## src/rtl/dma_arb_pkg.sv

```systemverilog
package dma_arb_pkg;

  typedef enum logic [1:0] {
    PH_IDLE = 2'b00,
    PH_RD   = 2'b01,
    PH_WR   = 2'b10
  } phase_e;

  localparam logic [1:0] CM_DYN     = 2'b00;
  localparam logic [1:0] CM_DMA_HI  = 2'b01;
  localparam logic [1:0] CM_EQ      = 2'b10;
  localparam logic [1:0] CM_CORE_HI = 2'b11;

endpackage

```

## src/rtl/dma_arb_pick.sv

```systemverilog
module dma_arb_pick #(
  parameter int NUM_CH = 6,
  parameter int PRIO_W = 2,
  parameter int IDX_W  = 3,
  parameter int LEVELS = 4
) (
  input  logic [NUM_CH-1:0]        req,
  input  logic [NUM_CH*PRIO_W-1:0] prio_flat,
  input  logic [NUM_CH-1:0]        cont,
  input  logic                     hold_vld,
  input  logic [IDX_W-1:0]         hold_idx,
  input  logic [LEVELS*IDX_W-1:0]  ptr_flat,
  output logic                     win_vld,
  output logic [IDX_W-1:0]         win_idx,
  output logic [PRIO_W-1:0]        win_lvl
);

  logic [PRIO_W-1:0] prio_a [NUM_CH];
  logic [IDX_W-1:0]  ptr_a  [LEVELS];
  logic [NUM_CH-1:0] cand;
  logic [PRIO_W-1:0] top_lvl;
  logic [IDX_W-1:0]  cur_ptr;
  logic [IDX_W-1:0]  rr_idx;
  logic              rr_hit;
  logic              keep;

  genvar g;
  generate
    for (g = 0; g < NUM_CH; g++) begin : g_ch
      assign prio_a[g] = prio_flat[g*PRIO_W +: PRIO_W];
      assign cand[g]   = req[g] && (prio_a[g] == top_lvl);
    end
    for (g = 0; g < LEVELS; g++) begin : g_lvl
      assign ptr_a[g] = ptr_flat[g*IDX_W +: IDX_W];
    end
  endgenerate

  function automatic logic [IDX_W-1:0] wrap_add(input logic [IDX_W-1:0] a, input int k);
    int s;
    s = int'(a) + k;
    if (s >= NUM_CH) s = s - NUM_CH;
    return IDX_W'(s);
  endfunction

  // highest requested level
  always_comb begin
    top_lvl = '0;
    for (int i = 0; i < NUM_CH; i++) begin
      if (req[i] && (prio_a[i] > top_lvl)) top_lvl = prio_a[i];
    end
  end

  assign cur_ptr = ptr_a[top_lvl];

  // first candidate at or after the level pointer
  always_comb begin
    rr_idx = '0;
    rr_hit = 1'b0;
    for (int k = 0; k < NUM_CH; k++) begin
      if (!rr_hit && cand[wrap_add(cur_ptr, k)]) begin
        rr_hit = 1'b1;
        rr_idx = wrap_add(cur_ptr, k);
      end
    end
  end

  assign keep    = hold_vld && cand[hold_idx] && cont[hold_idx];
  assign win_vld = |req;
  assign win_idx = keep ? hold_idx : rr_idx;
  assign win_lvl = top_lvl;

endmodule

```

## src/rtl/dma_arb_core_gate.sv

```systemverilog
module dma_arb_core_gate
  import dma_arb_pkg::*;
#(
  parameter int RES_W  = 2,
  parameter int PRIO_W = 2
) (
  input  logic              in_rd,
  input  logic              in_wr,
  input  logic              rd_on,
  input  logic [RES_W-1:0]  rd_res,
  input  logic [RES_W-1:0]  wr_res,
  input  logic [PRIO_W-1:0] dma_prio,
  input  logic              core_req,
  input  logic [RES_W-1:0]  core_res,
  input  logic [PRIO_W-1:0] core_prio,
  input  logic [1:0]        core_mode,
  input  logic              prev_vld,
  input  logic [RES_W-1:0]  prev_res,
  output logic              rd_blk,
  output logic              core_gnt
);

  logic dma_first;
  logic same_rd;
  logic rd_internal;
  logic prev_hit;

  always_comb begin
    case (core_mode)
      CM_DMA_HI:        dma_first = 1'b1;
      CM_EQ, CM_CORE_HI: dma_first = 1'b0;
      default:          dma_first = (dma_prio > core_prio);
    endcase
  end

  assign same_rd     = core_req && (core_res == rd_res);
  assign rd_internal = (rd_res != '0);
  assign prev_hit    = prev_vld && (prev_res == rd_res) && rd_internal;

  always_comb begin
    rd_blk   = 1'b0;
    core_gnt = core_req;
    if (in_rd && !rd_on) begin
      rd_blk   = (same_rd && (rd_internal || !dma_first)) || prev_hit;
      core_gnt = core_req && !(same_rd && !rd_blk);
    end else if (in_rd) begin
      core_gnt = core_req && !same_rd;
    end else if (in_wr) begin
      core_gnt = core_req && (core_res != wr_res);
    end
  end

endmodule

```

## src/rtl/dma_word_arb.sv

```systemverilog
module dma_word_arb
  import dma_arb_pkg::*;
#(
  parameter int NUM_CH = 6,
  parameter int PRIO_W = 2,
  parameter int RES_W  = 2,
  localparam int IDX_W  = $clog2(NUM_CH),
  localparam int LEVELS = 1 << PRIO_W
) (
  input  logic                     clk,
  input  logic                     rst_n,
  input  logic [NUM_CH-1:0]        ch_req,
  input  logic [NUM_CH*PRIO_W-1:0] ch_prio,
  input  logic [NUM_CH-1:0]        ch_cont,
  input  logic [NUM_CH*RES_W-1:0]  ch_rd_res,
  input  logic [NUM_CH*RES_W-1:0]  ch_wr_res,
  input  logic                     core_req,
  input  logic [RES_W-1:0]         core_res,
  input  logic [PRIO_W-1:0]        core_prio,
  input  logic [1:0]               core_mode,
  input  logic                     stall,
  output logic [NUM_CH-1:0]        ch_gnt,
  output logic                     core_gnt,
  output logic [IDX_W-1:0]         act_ch,
  output logic                     active
);

  phase_e            phase_q, phase_d;
  logic [IDX_W-1:0]  cur_q, cur_d;
  logic              rd_on_q, rd_on_d;
  logic [IDX_W-1:0]  rr_ptr_q [LEVELS];
  logic              prev_vld_q;
  logic [RES_W-1:0]  prev_res_q;
  logic              past_ok_q;

  logic [PRIO_W-1:0] prio_a   [NUM_CH];
  logic [RES_W-1:0]  rd_res_a [NUM_CH];
  logic [RES_W-1:0]  wr_res_a [NUM_CH];
  logic [LEVELS*IDX_W-1:0] ptr_flat;

  logic              win_vld;
  logic [IDX_W-1:0]  win_idx;
  logic [PRIO_W-1:0] win_lvl;
  logic [IDX_W-1:0]  nxt_ptr;
  logic              ptr_en;
  logic              sel_en;
  logic              rd_done;
  logic              rd_blk;
  logic              busy;
  logic [RES_W-1:0]  rd_res_cur;
  logic [RES_W-1:0]  wr_res_cur;

  genvar g;
  generate
    for (g = 0; g < NUM_CH; g++) begin : g_unpack
      assign prio_a[g]   = ch_prio[g*PRIO_W +: PRIO_W];
      assign rd_res_a[g] = ch_rd_res[g*RES_W +: RES_W];
      assign wr_res_a[g] = ch_wr_res[g*RES_W +: RES_W];
      assign ch_gnt[g]   = busy && (cur_q == IDX_W'(g));
    end
    for (g = 0; g < LEVELS; g++) begin : g_ptr
      assign ptr_flat[g*IDX_W +: IDX_W] = rr_ptr_q[g];
    end
  endgenerate

  assign busy       = (phase_q != PH_IDLE);
  assign active     = busy;
  assign act_ch     = busy ? cur_q : '0;
  assign rd_res_cur = rd_res_a[cur_q];
  assign wr_res_cur = wr_res_a[cur_q];

  dma_arb_pick #(
    .NUM_CH (NUM_CH),
    .PRIO_W (PRIO_W),
    .IDX_W  (IDX_W),
    .LEVELS (LEVELS)
  ) u_pick (
    .req       (ch_req),
    .prio_flat (ch_prio),
    .cont      (ch_cont),
    .hold_vld  (phase_q == PH_WR),
    .hold_idx  (cur_q),
    .ptr_flat  (ptr_flat),
    .win_vld   (win_vld),
    .win_idx   (win_idx),
    .win_lvl   (win_lvl)
  );

  dma_arb_core_gate #(
    .RES_W  (RES_W),
    .PRIO_W (PRIO_W)
  ) u_gate (
    .in_rd     (phase_q == PH_RD),
    .in_wr     (phase_q == PH_WR),
    .rd_on     (rd_on_q),
    .rd_res    (rd_res_cur),
    .wr_res    (wr_res_cur),
    .dma_prio  (prio_a[cur_q]),
    .core_req  (core_req),
    .core_res  (core_res),
    .core_prio (core_prio),
    .core_mode (core_mode),
    .prev_vld  (prev_vld_q),
    .prev_res  (prev_res_q),
    .rd_blk    (rd_blk),
    .core_gnt  (core_gnt)
  );

  assign sel_en  = (phase_q == PH_IDLE) || ((phase_q == PH_WR) && !stall);
  assign rd_done = (phase_q == PH_RD) && !rd_blk && !stall;
  assign nxt_ptr = (win_idx == IDX_W'(NUM_CH-1)) ? '0 : win_idx + 1'b1;

  // next-state
  always_comb begin
    phase_d = phase_q;
    cur_d   = cur_q;
    rd_on_d = 1'b0;
    ptr_en  = 1'b0;
    case (phase_q)
      PH_IDLE: begin
        if (win_vld) begin
          phase_d = PH_RD;
          cur_d   = win_idx;
          ptr_en  = 1'b1;
        end
      end
      PH_RD: begin
        if (rd_done) phase_d = PH_WR;
        else         rd_on_d = rd_on_q || !rd_blk;
      end
      PH_WR: begin
        if (!stall) begin
          if (win_vld) begin
            phase_d = PH_RD;
            cur_d   = win_idx;
            ptr_en  = 1'b1;
          end else begin
            phase_d = PH_IDLE;
          end
        end
      end
      default: phase_d = PH_IDLE;
    endcase
  end

  // registers
  always_ff @(posedge clk or negedge rst_n) begin
    if (!rst_n) begin
      phase_q    <= PH_IDLE;
      cur_q      <= '0;
      rd_on_q    <= 1'b0;
      prev_vld_q <= 1'b0;
      prev_res_q <= '0;
      past_ok_q  <= 1'b0;
    end else begin
      phase_q    <= phase_d;
      cur_q      <= cur_d;
      rd_on_q    <= rd_on_d;
      prev_vld_q <= core_gnt && (core_res != '0);
      prev_res_q <= core_res;
      past_ok_q  <= 1'b1;
    end
  end

  always_ff @(posedge clk or negedge rst_n) begin
    if (!rst_n) begin
      for (int l = 0; l < LEVELS; l++) rr_ptr_q[l] <= '0;
    end else if (ptr_en) begin
      rr_ptr_q[win_lvl] <= nxt_ptr;
    end
  end

  // assertions
  AST_WORD_SPLIT: assert property (@(posedge clk) disable iff (!rst_n)
    rd_done |=> (phase_q == PH_WR) && $stable(cur_q));

  AST_GNT_HOLD_RD: assert property (@(posedge clk) disable iff (!rst_n)
    (phase_q == PH_RD) |=> $stable(ch_gnt) && active);

  AST_STALL_FREEZE: assert property (@(posedge clk) disable iff (!rst_n)
    (stall && (phase_q == PH_WR)) |=> (phase_q == PH_WR) && $stable(ch_gnt));

  AST_CORE_OFF_WR: assert property (@(posedge clk) disable iff (!rst_n)
    (core_gnt && (phase_q == PH_WR)) |-> (core_res != wr_res_cur));

  AST_PART_GAP: assert property (@(posedge clk) disable iff (!rst_n)
    (past_ok_q && rd_done && (rd_res_cur != '0)) |->
      !($past(core_gnt) && ($past(core_res) == rd_res_cur)));

  AST_EXT_DMA_HI: assert property (@(posedge clk) disable iff (!rst_n)
    ((phase_q == PH_RD) && !rd_on_q && core_req && (core_res == '0) &&
     (rd_res_cur == '0) && (core_mode == CM_DMA_HI)) |-> !core_gnt);

  generate
    for (g = 0; g < NUM_CH; g++) begin : g_ast
      AST_TOP_PRIO: assert property (@(posedge clk) disable iff (!rst_n)
        (sel_en && win_vld && ch_req[g]) |-> (prio_a[g] <= prio_a[win_idx]));
    end
  endgenerate

endmodule

```

## config.mk

```make
export PLATFORM = sky130hd
export DESIGN_NAME = dma_word_arb
export DESIGN_NICKNAME = d
export VERILOG_FILES = /design/src/rtl/dma_arb_pkg.sv /design/src/rtl/dma_arb_pick.sv /design/src/rtl/dma_arb_core_gate.sv /design/src/rtl/dma_word_arb.sv
export SDC_FILE = /design/constraint.sdc
export NUM_CORES = 1
export LEC_CHECK = 0
export BUFFER_PORTS_ARGS = -buffer_cell sky130_fd_sc_hd__buf_4
export CAP_MARGIN = 10
export CORE_AREA = 4 4 121 123
export CTS_BUF_LIST = sky130_fd_sc_hd__clkbuf_8
export CTS_CLUSTER_DIAMETER = 200
export DETAILED_ROUTE_END_ITERATION = 10
export DIE_AREA = 0 0 125 127
export REMOVE_ABC_BUFFERS = 1
export SLEW_MARGIN = 20
export SYNTH_ARGS = -nofsm -noshare
export SYNTH_HDL_FRONTEND = slang
export SYNTH_SLANG_ARGS = --single-unit
```

## constraint.sdc

```tcl
create_clock -name clk -period 4.7 [get_ports clk]
set_input_delay 0.94 -clock clk [delete_from_list [all_inputs] [get_ports clk]]
set_output_delay 0.94 -clock clk [all_outputs]
set_load 0.01 [all_outputs]
```

==> results of run 1 <==
cell usage in the layout (no fill, tap or decap), drive strengths merged, types with 7 or more instances in the layout:
cell type / Yosys / final
nor4: 12 / 12
mux4: 8 / 8
o211ai: 15 / 15
nor2: 34 / 34
ha: 16 / 16
o21ai: 23 / 23
o211a: 10 / 10
a21oi: 23 / 23
and2: 9 / 9
buf: 9 / 260
nand2b: 12 / 12
mux2i: 25 / 25
nand2: 42 / 42
o311ai: 10 / 10
inv: 26 / 26
nand4: 7 / 7
a211oi: 10 / 10
dfrtp: 21 / 21
nor2b: 8 / 8
nor3: 26 / 26
nand3: 16 / 16
mux2: 13 / 13
xnor2: 16 / 16
per-stage QoR:
stage / instance area [um^2] / utilization [%]
after global routing: 6610 / 48.4
after CTS: 6340 / 46.4
after global placement: 5850 / 42.8
after detailed placement: 5850 / 42.8
final: 6610 / 48.4
after floorplan: 3880 / -
area by class of cell:
class / count / share of cell area (%)
Sequential cell: 21 / 7.95
Inverter: 27 / 1.61
Tap cell: 180 / 3.41
Clock buffer: 3 / 0.624
Clock inverter: 1 / 0.0757
Timing Repair Buffer: 260 / 30.0
Multi-Input combinational cell: 427 / 56.3
worst reg2reg max path, delay by kind of cell (launching register included):
family,cells,cell delay (ns)
buffers and inverters,2,0.26
AOI/OAI and AO/OA,5,1.64
and+or+nand+nor,5,0.90
muxes,2,0.39
DFF,1,0.44
adders and majority gates,1,0.17
per-layer routing:
layer | part of all wire [%] | wire length, um
met4 | 3.0 | 488
met5 | 0 | 0
met1 | 43 | 6960
met2 | 50 | 8140
met3 | 4.5 | 741
where the power goes:
group	internal, mW	switching [mW]	leakage (nW)
clock network	0.0592	0.0613	0.0255
registers	0.255	0.130	0.256
logic	1.99	1.91	2.63
total	2.30	2.10	2.91
path summary, 6_finish.rpt:
path,endpoint,slack [ns],depth (start not counted)
setup / recovery,ptr_flat[5],-4.02,46
hold reg to reg,rd_on_q,0.54,2
max in group asynchronous,ptr_flat[9],3.94,1
hold / removal,ptr_flat[3],0.54,1
min in group clk,rd_on_q,0.54,2
setup reg to reg,ptr_flat[5],0.85,15
repair_timing:
| action | CTS | global route |
|---|---|---|
| cloned | 1 | 0 |
| pin swaps | 29 | 30 |
| hold buffers | 0 | 0 |
| setup buffers | 13 | 15 |
| resized for setup | 73 | 37 |
| endpoints found under the setup margin | 15 | 15 |
cell families after synthesis:
kind of cell	Yosys count	share of synthesized area [%]
flops	21	13.0
buf+inv	56	6.15
mux	46	14.7
compound gates	163	32.7
fa+ha+maj	16	4.97
simple gates	185	24.7
xor+xnor	17	3.70
flip-flops by register name, summed over array words and instances, names as in the netlist:
signal	cells
ptr_flat	12
prev_res_q	2
prev_vld_q	1
cur_q	3
phase_q	2
rd_on_q	1
==> run summary, run 1 <==
status = complete, but fails checks
failing checks = negative setup slack
Die Area = 15900 um^2
Slew HR = 60.0%
post-synth cell types = 90
WL per Instance = 17.8 um
WP buf/inv = 8
hpwl dp = 12.6 mm
placement row count = 43
CP Data Required Time = 4.86 ns
EDFF count, synth = 0
GPL Wtd Cong = 0.883
worst setup path start = ch_prio[1]
initial antenna violation count = 0
Design Power = 4.41 mW
DRT iter0 DRCs = 309
global-route wire length before repair = 26.3 mm
routed wire length = 16.3 mm
Mapped Cells = 504
Main synth FF type = dfrtp_1
Final Non-Filler Cells = 919
total track usage = 19.4%
final setup margin = -4.02 ns
register area share after synthesis = 13.0%
post-layout min period = 8.72 ns
Die X = 125 um
RSZ-0062 raised after global routing = true
yosys synthesis warning count = 0
P_leak = 2.91 nW
number of H-tree levels = 1
Worst Skew = 0.00594 ns
Reg clk slew, reported paths = 0.08 ns
initial core utilization = 29.5%
peak supply drop = 0.000546 V
Root Driver = clkbuf_8
Fmax = 0.115 GHz
multi-input logic area = 3720 um^2
Pwr Density = 666 nW/um^2
Worst path slowest cell = a311oi_4
DRT Pass-1 Iters = 5
share of cells above drive strength 1 = 51.2%
MaxCap Viol Count = 0
r2r startpoint = ptr_flat[3]
GRT overflow = 0
CTS buffer count = 3
nets = 814
Critical Path Max Stage Delay = 0.41 ns
final setup vio count = 15
mean post-synth cell area = 7.99 um^2
DRC = 0
Filler cells = 1350
fin crit share = 186%
Synth top cells by count = nand2_1 (42), nor2_1 (33), inv_1 (25), nor3_1 (25), mux2i_1 (24)
post-synthesis cell area = 4030 um^2
Post-synth ARST share = 100%
GR peak layer = met2
Final Slew Violations = 0
Critical Path AT = 8.88 ns
Die H = 127 um
GR Util met2 = 34.7%
Synth top area share = 13.0%
GRT met1 Usage = 25.1%
vias after detailed routing = 5127
#FFs+latches synth = 21
crit-path leading delay family = compound AO/OA/AOI/OAI gates
most frequent cell after synthesis = nand2_1
CP max FO = 6
ANT nets after route = 0
final setup TNS = -58.97 ns
worst slew pin tran = 0.600 ns
clk buf depth = 2
Worst setup SP type = primary input
Antenna Cells = 0
CTS tree = done
area leader, netlist = dfrtp_1
largest cells by area after synthesis = dfrtp_1 (13%), mux2i_1 (6.0%), ha_1 (5.0%)
CP Class = in2reg
Inst Count DP = 887
Clock Sinks = 21
hold slack = 0.538 ns
area growth from synthesis to layout = 64.2%
area of the core = 13700 um^2
Reg area = 526 um^2
CP dominant cell by count = ha_4
pre-CTS setup slack = -4.93 ns
hold violation count in the final report = 0
hold crit path type = in2async
vias in the first global route = 5284
port bufs = 68
pin count of the biggest net entering global routing = 22
clock latency on the worst-skew pair = 0.27 ns
# IOs = 69
CP endpoint kind = flop
via/cell ratio = 5.58
met3 usage = 1.76%
(Power assumes the default switching activity.)
==> run 2, diff against run 1 <==
--- a/config.mk
+++ b/config.mk
@@ -7,11 +7,10 @@
 export LEC_CHECK = 0
 export BUFFER_PORTS_ARGS = -buffer_cell sky130_fd_sc_hd__buf_4
 export CAP_MARGIN = 10
-export CORE_AREA = 4 4 121 123
+export CORE_AREA = 4 4 135 111
 export CTS_BUF_LIST = sky130_fd_sc_hd__clkbuf_8
-export CTS_CLUSTER_DIAMETER = 200
 export DETAILED_ROUTE_END_ITERATION = 10
-export DIE_AREA = 0 0 125 127
+export DIE_AREA = 0 0 139 115
 export REMOVE_ABC_BUFFERS = 1
 export SLEW_MARGIN = 20
 export SYNTH_ARGS = -nofsm -noshare
==> run 2 against run 1 <==
- the run still ends with negative setup slack left
- total power down 0.74%
- sequential power down 1%
- worst hold slack better by 0.0048 ns
- highest routed layer unchanged
==> run summary, run 2 (same netlist as run 1, synthesis figures left out) <==
Die H = 115 um (-9.4%)
vias after detailed routing = 5133 (+0.12%)
Antenna Cells = 0 (unchanged)
nets = 815 (+0.12%)
Slew HR = 59.8% (-0.18 points)
most common cell after layout, fill and taps aside = buf_4
global-route wire length before repair = 25.9 mm (-1.3%)
P_leak = 2.91 nW (about the same)
Critical Path Max Stage Delay = 0.38 ns (-0.03 ns)
worst slew pin tran = 0.602 ns (+0.00271 ns)
GRT overflow = 0 (unchanged)
vias in the first global route = 5057 (-4.3%)
Die X = 139 um (+11%)
RSZ-0062 raised after global routing = true
placement row count = 38 (-12%)
area growth from synthesis to layout = 63.4%
CP endpoint kind = flop
initial antenna violation count = 0 (unchanged)
ANT nets after route = 0 (unchanged)
Pwr Density = 665 nW/um^2 (-0.27%)
hpwl dp = 12.7 mm (+0.72%)
CTS buffer count = 3 (unchanged)
CP Data Required Time = 4.85 ns (about the same)
CP dominant cell by count = ha_4
Reg clk slew, reported paths = 0.08 ns (about the same)
CP max FO = 4 (-2)
DRT Pass-1 Iters = 5 (unchanged)
WP buf/inv = 8 (unchanged)
Root Driver = clkbuf_8
MaxCap Viol Count = 0 (unchanged)
cts hold-fix bufs = 0 (unchanged)
Final Slew Violations = 0 (unchanged)
number of H-tree levels = 1 (unchanged)
port bufs = 68 (unchanged)
Worst path slowest cell = or3_4
fin crit share = 187% (+1.5 points)
total track usage = 19.3% (-0.12 points)
status = complete, but fails checks
initial core utilization = 29.8% (+0.36 points)
Critical Path AT = 8.95 ns (+0.07 ns)
DRC = 0 (unchanged)
routed wire length = 16.3 mm (+0.12%)
Clock Sinks = 21 (unchanged)
final setup vio count = 15 (unchanged)
DRT iter0 DRCs = 482 (+56%)
area of the core = 13500 um^2 (-1.2%)
Fmax = 0.114 GHz (-0.82%)
GPL Wtd Cong = 0.939 (+6.4%)
Die Area = 16000 um^2 (+0.69%)
final setup margin = -4.09 ns (-0.0722 ns)
clock latency on the worst-skew pair = 0.26 ns (about the same)
hold crit path type = in2async
CTS tree = done
crit-path leading delay family = compound AO/OA/AOI/OAI gates
CP Class = in2reg
share of cells above drive strength 1 = 50.7% (-0.47 points)
Worst setup SP type = primary input
WL per Instance = 17.8 um (about the same)
hold violation count in the final report = 0 (unchanged)
clk buf depth = 2 (unchanged)
most frequent cells in the layout = buf_4 (250), nand2_1 (39), nor2_1 (30)
Worst Skew = 0.00121 ns (-0.00473 ns)
hold slack = 0.543 ns (+0.00477 ns)
pin count of the biggest net entering global routing = 22 (unchanged)
post-layout min period = 8.79 ns (+0.0722 ns)
via/cell ratio = 5.58 (about the same)
max reg flops = 12 (unchanged)
final setup TNS = -60.15 ns (-1.18 ns)
Design Power = 4.37 mW (-0.74%)
failing checks = negative setup slack
# IOs = 69 (unchanged)
peak supply drop = 0.000411 V (-25%)
[run 2: changes by cell type in the layout (fill, tap and decap cells not counted), sizes merged]
cell  delta
buf      +1
[run 2: stage by stage]
step                      setup slack [ns]  utilization (%)  instance area (um^2)  instances
after global placement               -4.65             43.3                  5850        887
after global routing                 -4.40             48.7                  6580        920
after CTS                            -4.19             47.0                  6340        910
after detailed placement             -4.99             43.3                  5850        887
after floorplan                      -5.87                -                  3880        475
final                                -4.09             48.7                  6580        920
[run 2: layout make-up]
cell class / instances / area, um^2
fillers: 1290 / 6920
multi-input cells: 427 / 3670
repair buffers: 261 / 2000
flip-flops and latches: 21 / 526
well taps: 180 / 225
inverters: 27 / 109
clock buffers: 3 / 41.3
clock inverters: 1 / 5.00
[run 2: where the power goes]
group          switching (mW)  internal [mW]  leakage, nW
Clock                  0.0601         0.0592       0.0255
Sequential              0.126          0.256        0.256
Combinational            1.90           1.97         2.63
[run 2: per-layer routing]
metal | global-route usage, % | share of wire [%]
met1 | 26.9 | 46
met2 | 32.2 | 46
met3 | 3.33 | 7.3
met4 | 3.19 | 1.2
met5 | 0 | 0
[run 2: path summary, 6_finish.rpt]
path	start	endpoint	slack, ns	cells after the start
worst max-delay path	ch_prio[1]	ptr_flat[2]	-4.09	47
worst min-delay path	rst_n	ptr_flat[7]	0.54	1
worst max register to register	ptr_flat[3]	ptr_flat[2]	0.77	19
worst min register to register	rd_on_q	rd_on_q	0.55	2
max in group asynchronous	rst_n	phase_q[1]	3.94	1
min in group clk	rd_on_q	rd_on_q	0.55	2
[run 2: timing repair]
item | CTS | global route
resized for setup | 68 | 37
pin swaps | 38 | 42
cloned | 1 | 0
setup buffers | 19 | 11
setup endpoints to repair | 15 | 15
==> run 3, diff against run 2 <==
--- a/config.mk
+++ b/config.mk
@@ -5,12 +5,13 @@
 export SDC_FILE = /design/constraint.sdc
 export NUM_CORES = 1
 export LEC_CHECK = 0
+export ABC_AREA = 1
 export BUFFER_PORTS_ARGS = -buffer_cell sky130_fd_sc_hd__buf_4
 export CAP_MARGIN = 10
-export CORE_AREA = 4 4 135 111
+export CORE_AREA = 4 4 123 101
 export CTS_BUF_LIST = sky130_fd_sc_hd__clkbuf_8
 export DETAILED_ROUTE_END_ITERATION = 10
-export DIE_AREA = 0 0 139 115
+export DIE_AREA = 0 0 127 105
 export REMOVE_ABC_BUFFERS = 1
 export SLEW_MARGIN = 20
 export SYNTH_ARGS = -nofsm -noshare
==> run 3 against run 2 <==
- the run still ends with negative setup slack left
- via count decreased by 15%
- largest power group unchanged
- critical endpoint is now ptr_flat[6]
- clock-buffer cell count unchanged
- synthesized cell count is 6.0% higher
- combinational power increased by 5.9%
- total power rose by 3.6%
- wire length fell by 22%
- synthesized area fell by 18%
==> run summary, run 3 <==
post-layout min period = 7.10 ns (-1.70 ns)
Final Slew Violations = 0 (unchanged)
area leader, netlist = nand2_1
clock latency on the worst-skew pair = 0.26 ns (about the same)
area of the core = 11300 um^2 (-16%)
worst slew pin tran = 0.792 ns (+0.190 ns)
MaxCap Viol Count = 0 (unchanged)
status = complete, but fails checks
worst hold path depth = 2
CTS buffer count = 3 (unchanged)
P_leak = 2.91 nW (-0.15%)
hpwl dp = 9.48 mm (-25%)
Die X = 127 um (-8.6%)
#FFs+latches synth = 21 (unchanged)
final setup vio count = 15 (unchanged)
clk buf depth = 2 (unchanged)
WL per Instance = 14.3 um (-19%)
Critical Path AT = 7.23 ns (-1.72 ns)
Worst path slowest cell = ha_4
worst setup path start = ch_prio[1]
nets = 811 (-0.49%)
yosys synthesis warning count = 0 (unchanged)
Mapped Cells = 534 (+6.0%)
most common cell after layout, fill and taps aside = buf_4
most frequent cells in the layout = buf_4 (195), nand2_1 (126), inv_1 (65)
CP endpoint kind = flop
Critical Path Max Stage Delay = 0.29 ns (-0.09 ns)
GRT met1 Usage = 23.7% (-3.1 points)
post-synth cell types = 48 (-47%)
Hold Path End = ptr_flat[8]
Antenna Cells = 0 (unchanged)
failing checks = negative setup slack
Pwr Density = 813 nW/um^2 (+22%)
CP Data Required Time = 4.83 ns (-0.02 ns)
r2r endpoint = phase_q[0]
port bufs = 68 (unchanged)
CP max FO = 7 (+3)
fin crit share = 151% (-36 points)
most frequent cell after synthesis = nand2_1
hold crit path type = reg2reg
area growth from synthesis to layout = 69.0%
flop-to-flop setup slack = 1.64 ns (+0.87 ns)
share of cells above drive strength 1 = 49.0% (-1.6 points)
r2r startpoint = cur_q[0]
initial core utilization = 29.2% (-0.65 points)
Die H = 105 um (-8.7%)
mean post-synth cell area = 6.17 um^2 (-23%)
Main synth FF type = dfrtp_1
met3 usage = 0.971% (-2.4 points)
hold slack = 0.495 ns (-0.0480 ns)
largest cells by area after synthesis = nand2_1 (17%), dfrtp_1 (16%), nand3_1 (8.8%)
post-synthesis cell area = 3300 um^2 (-18%)
routed wire length = 12.7 mm (-22%)
total track usage = 17.7% (-1.6 points)
vias after detailed routing = 4347 (-15%)
Die Area = 13300 um^2 (-17%)
Post-synth ARST share = 100% (unchanged)
max reg flops = 12 (unchanged)
Synth top cells by count = nand2_1 (150), inv_1 (74), nand3_1 (58)
Synth top area share = 17.1% (+4.0 points)
Slew HR = 47.0% (-13 points)
EDFF count, synth = 0 (unchanged)
pre-CTS setup slack = -3.29 ns (+1.70 ns)
DRC = 0 (unchanged)
DRT Pass-1 Iters = 5 (unchanged)
global-route wire length before repair = 19.9 mm (-23%)
hold violation count in the final report = 0 (unchanged)
GR Util met2 = 31.2% (-1.0 points)
Reg clk slew, reported paths = 0.08 ns (about the same)
initial antenna violation count = 0 (unchanged)
register area share after synthesis = 15.9% (+2.9 points)
CP Class = in2reg
GPL Wtd Cong = 0.894 (-4.8%)
via/cell ratio = 4.92 (-12%)
Fmax = 0.141 GHz (+24%)
number of H-tree levels = 1 (unchanged)
final setup margin = -2.40 ns (+1.70 ns)
DRT iter0 DRCs = 265 (-45%)
placement row count = 35 (-7.9%)
vias in the first global route = 4234 (-16%)
CTS tree = done
GRT overflow = 0 (unchanged)
GR peak layer = met2
Clock Sinks = 21 (unchanged)
# IOs = 69 (unchanged)
pin count of the biggest net entering global routing = 22 (unchanged)
Worst Skew = 0.00504 ns (+0.00384 ns)
Root Driver = clkbuf_8
Worst setup SP type = primary input
RSZ-0062 raised after global routing = true
Hold Crit Start = ptr_flat[8]
R2R depth = 15 (-4)
peak supply drop = 0.000416 V (+1.3%)
ANT nets after route = 0 (unchanged)
==> run 3: cell count changes in the layout (fill, tap and decap cells not counted), moves of 24 or more <==
cell	delta
mux2i_1	-24
nand3_1	+28
buf_4	-55
inv_1	+46
nand2_1	+87
nand2_2	+37
==> run 3: area by class of cell <==
| type | instances | area, um^2 |
|---|---|---|
| fillers | 1091 | 5730 |
| clock buffers | 3 | 41.3 |
| well taps | 148 | 185 |
| repair buffers | 205 | 1580 |
| multi-input cells | 425 | 2910 |
| clock inverters | 1 | 3.75 |
| inverters | 81 | 322 |
| flip-flops and latches | 21 | 526 |
==> run 3: what timing repair did <==
action	CTS	global route
pin swaps	66	60
hold buffers	0	0
setup buffers	32	9
endpoints found under the setup margin	15	15
resized for setup	90	40
==> run 3: worst max path at each step <==
stage                   to  slack (ns)  cells after the start
3_5_place_dp   ptr_flat[2]       -3.29                     59
3_3_place_gp   ptr_flat[8]       -3.10                     60
2_1_floorplan  ptr_flat[5]       -2.89                     59
6_report       ptr_flat[6]       -2.40                     60
5_1_grt        ptr_flat[8]       -2.83                     62
4_1_cts        ptr_flat[2]       -2.43                     59
==> run 3: kinds of logic (layout without fill, tap and decap cells) <==
| kind of cell | count (synthesis) | in the layout | synth area share (%) |
|---|---|---|---|
| AO/OA/AOI/OAI | 65 | 65 | 13.3 |
| XOR/XNOR | 5 | 5 | 1.33 |
| adder cells (fa/ha/maj) | 16 | 16 | 6.07 |
| buffers and inverters | 88 | 290 | 11.0 |
| flip-flops | 21 | 21 | 15.9 |
| AND/OR/NAND/NOR | 339 | 339 | 52.3 |
==> run 3: routing by layer <==
layer	vias up	part of all wire (%)
met5	-	0
li1	2159	-
met4	0	1.9
met1	2055	45
met2	112	49
met3	21	3.8
==> run 3: through the flow <==
stage	power (mW)	setup TNS, ns	cells	util (%)	instance area, um^2
after floorplan	2.33	-42.10	527	-	3240
after global placement	3.41	-45.30	841	41.4	4670
after detailed placement	3.46	-48.05	841	41.4	4670
after CTS	4.15	-35.74	876	47.3	5340
after global routing	4.90	-41.80	884	49.3	5570
final	4.53	-35.46	884	49.3	5570
==> run 3: power breakdown <==
part	leakage (nW)	switching [mW]	total [mW]	internal, mW
Clock	0.0269	0.0579	0.116	0.0582
Combinational	2.62	2.36	4.10	1.74
Sequential	0.264	0.0629	0.320	0.257
==> run 3: worst max-delay path, delay by kind of cell <==
kind | cells | cell delay [ns]
buf+inv | 19 | 2.05
compound gates | 4 | 0.61
fa+ha+maj | 4 | 0.94
simple gates | 33 | 2.69
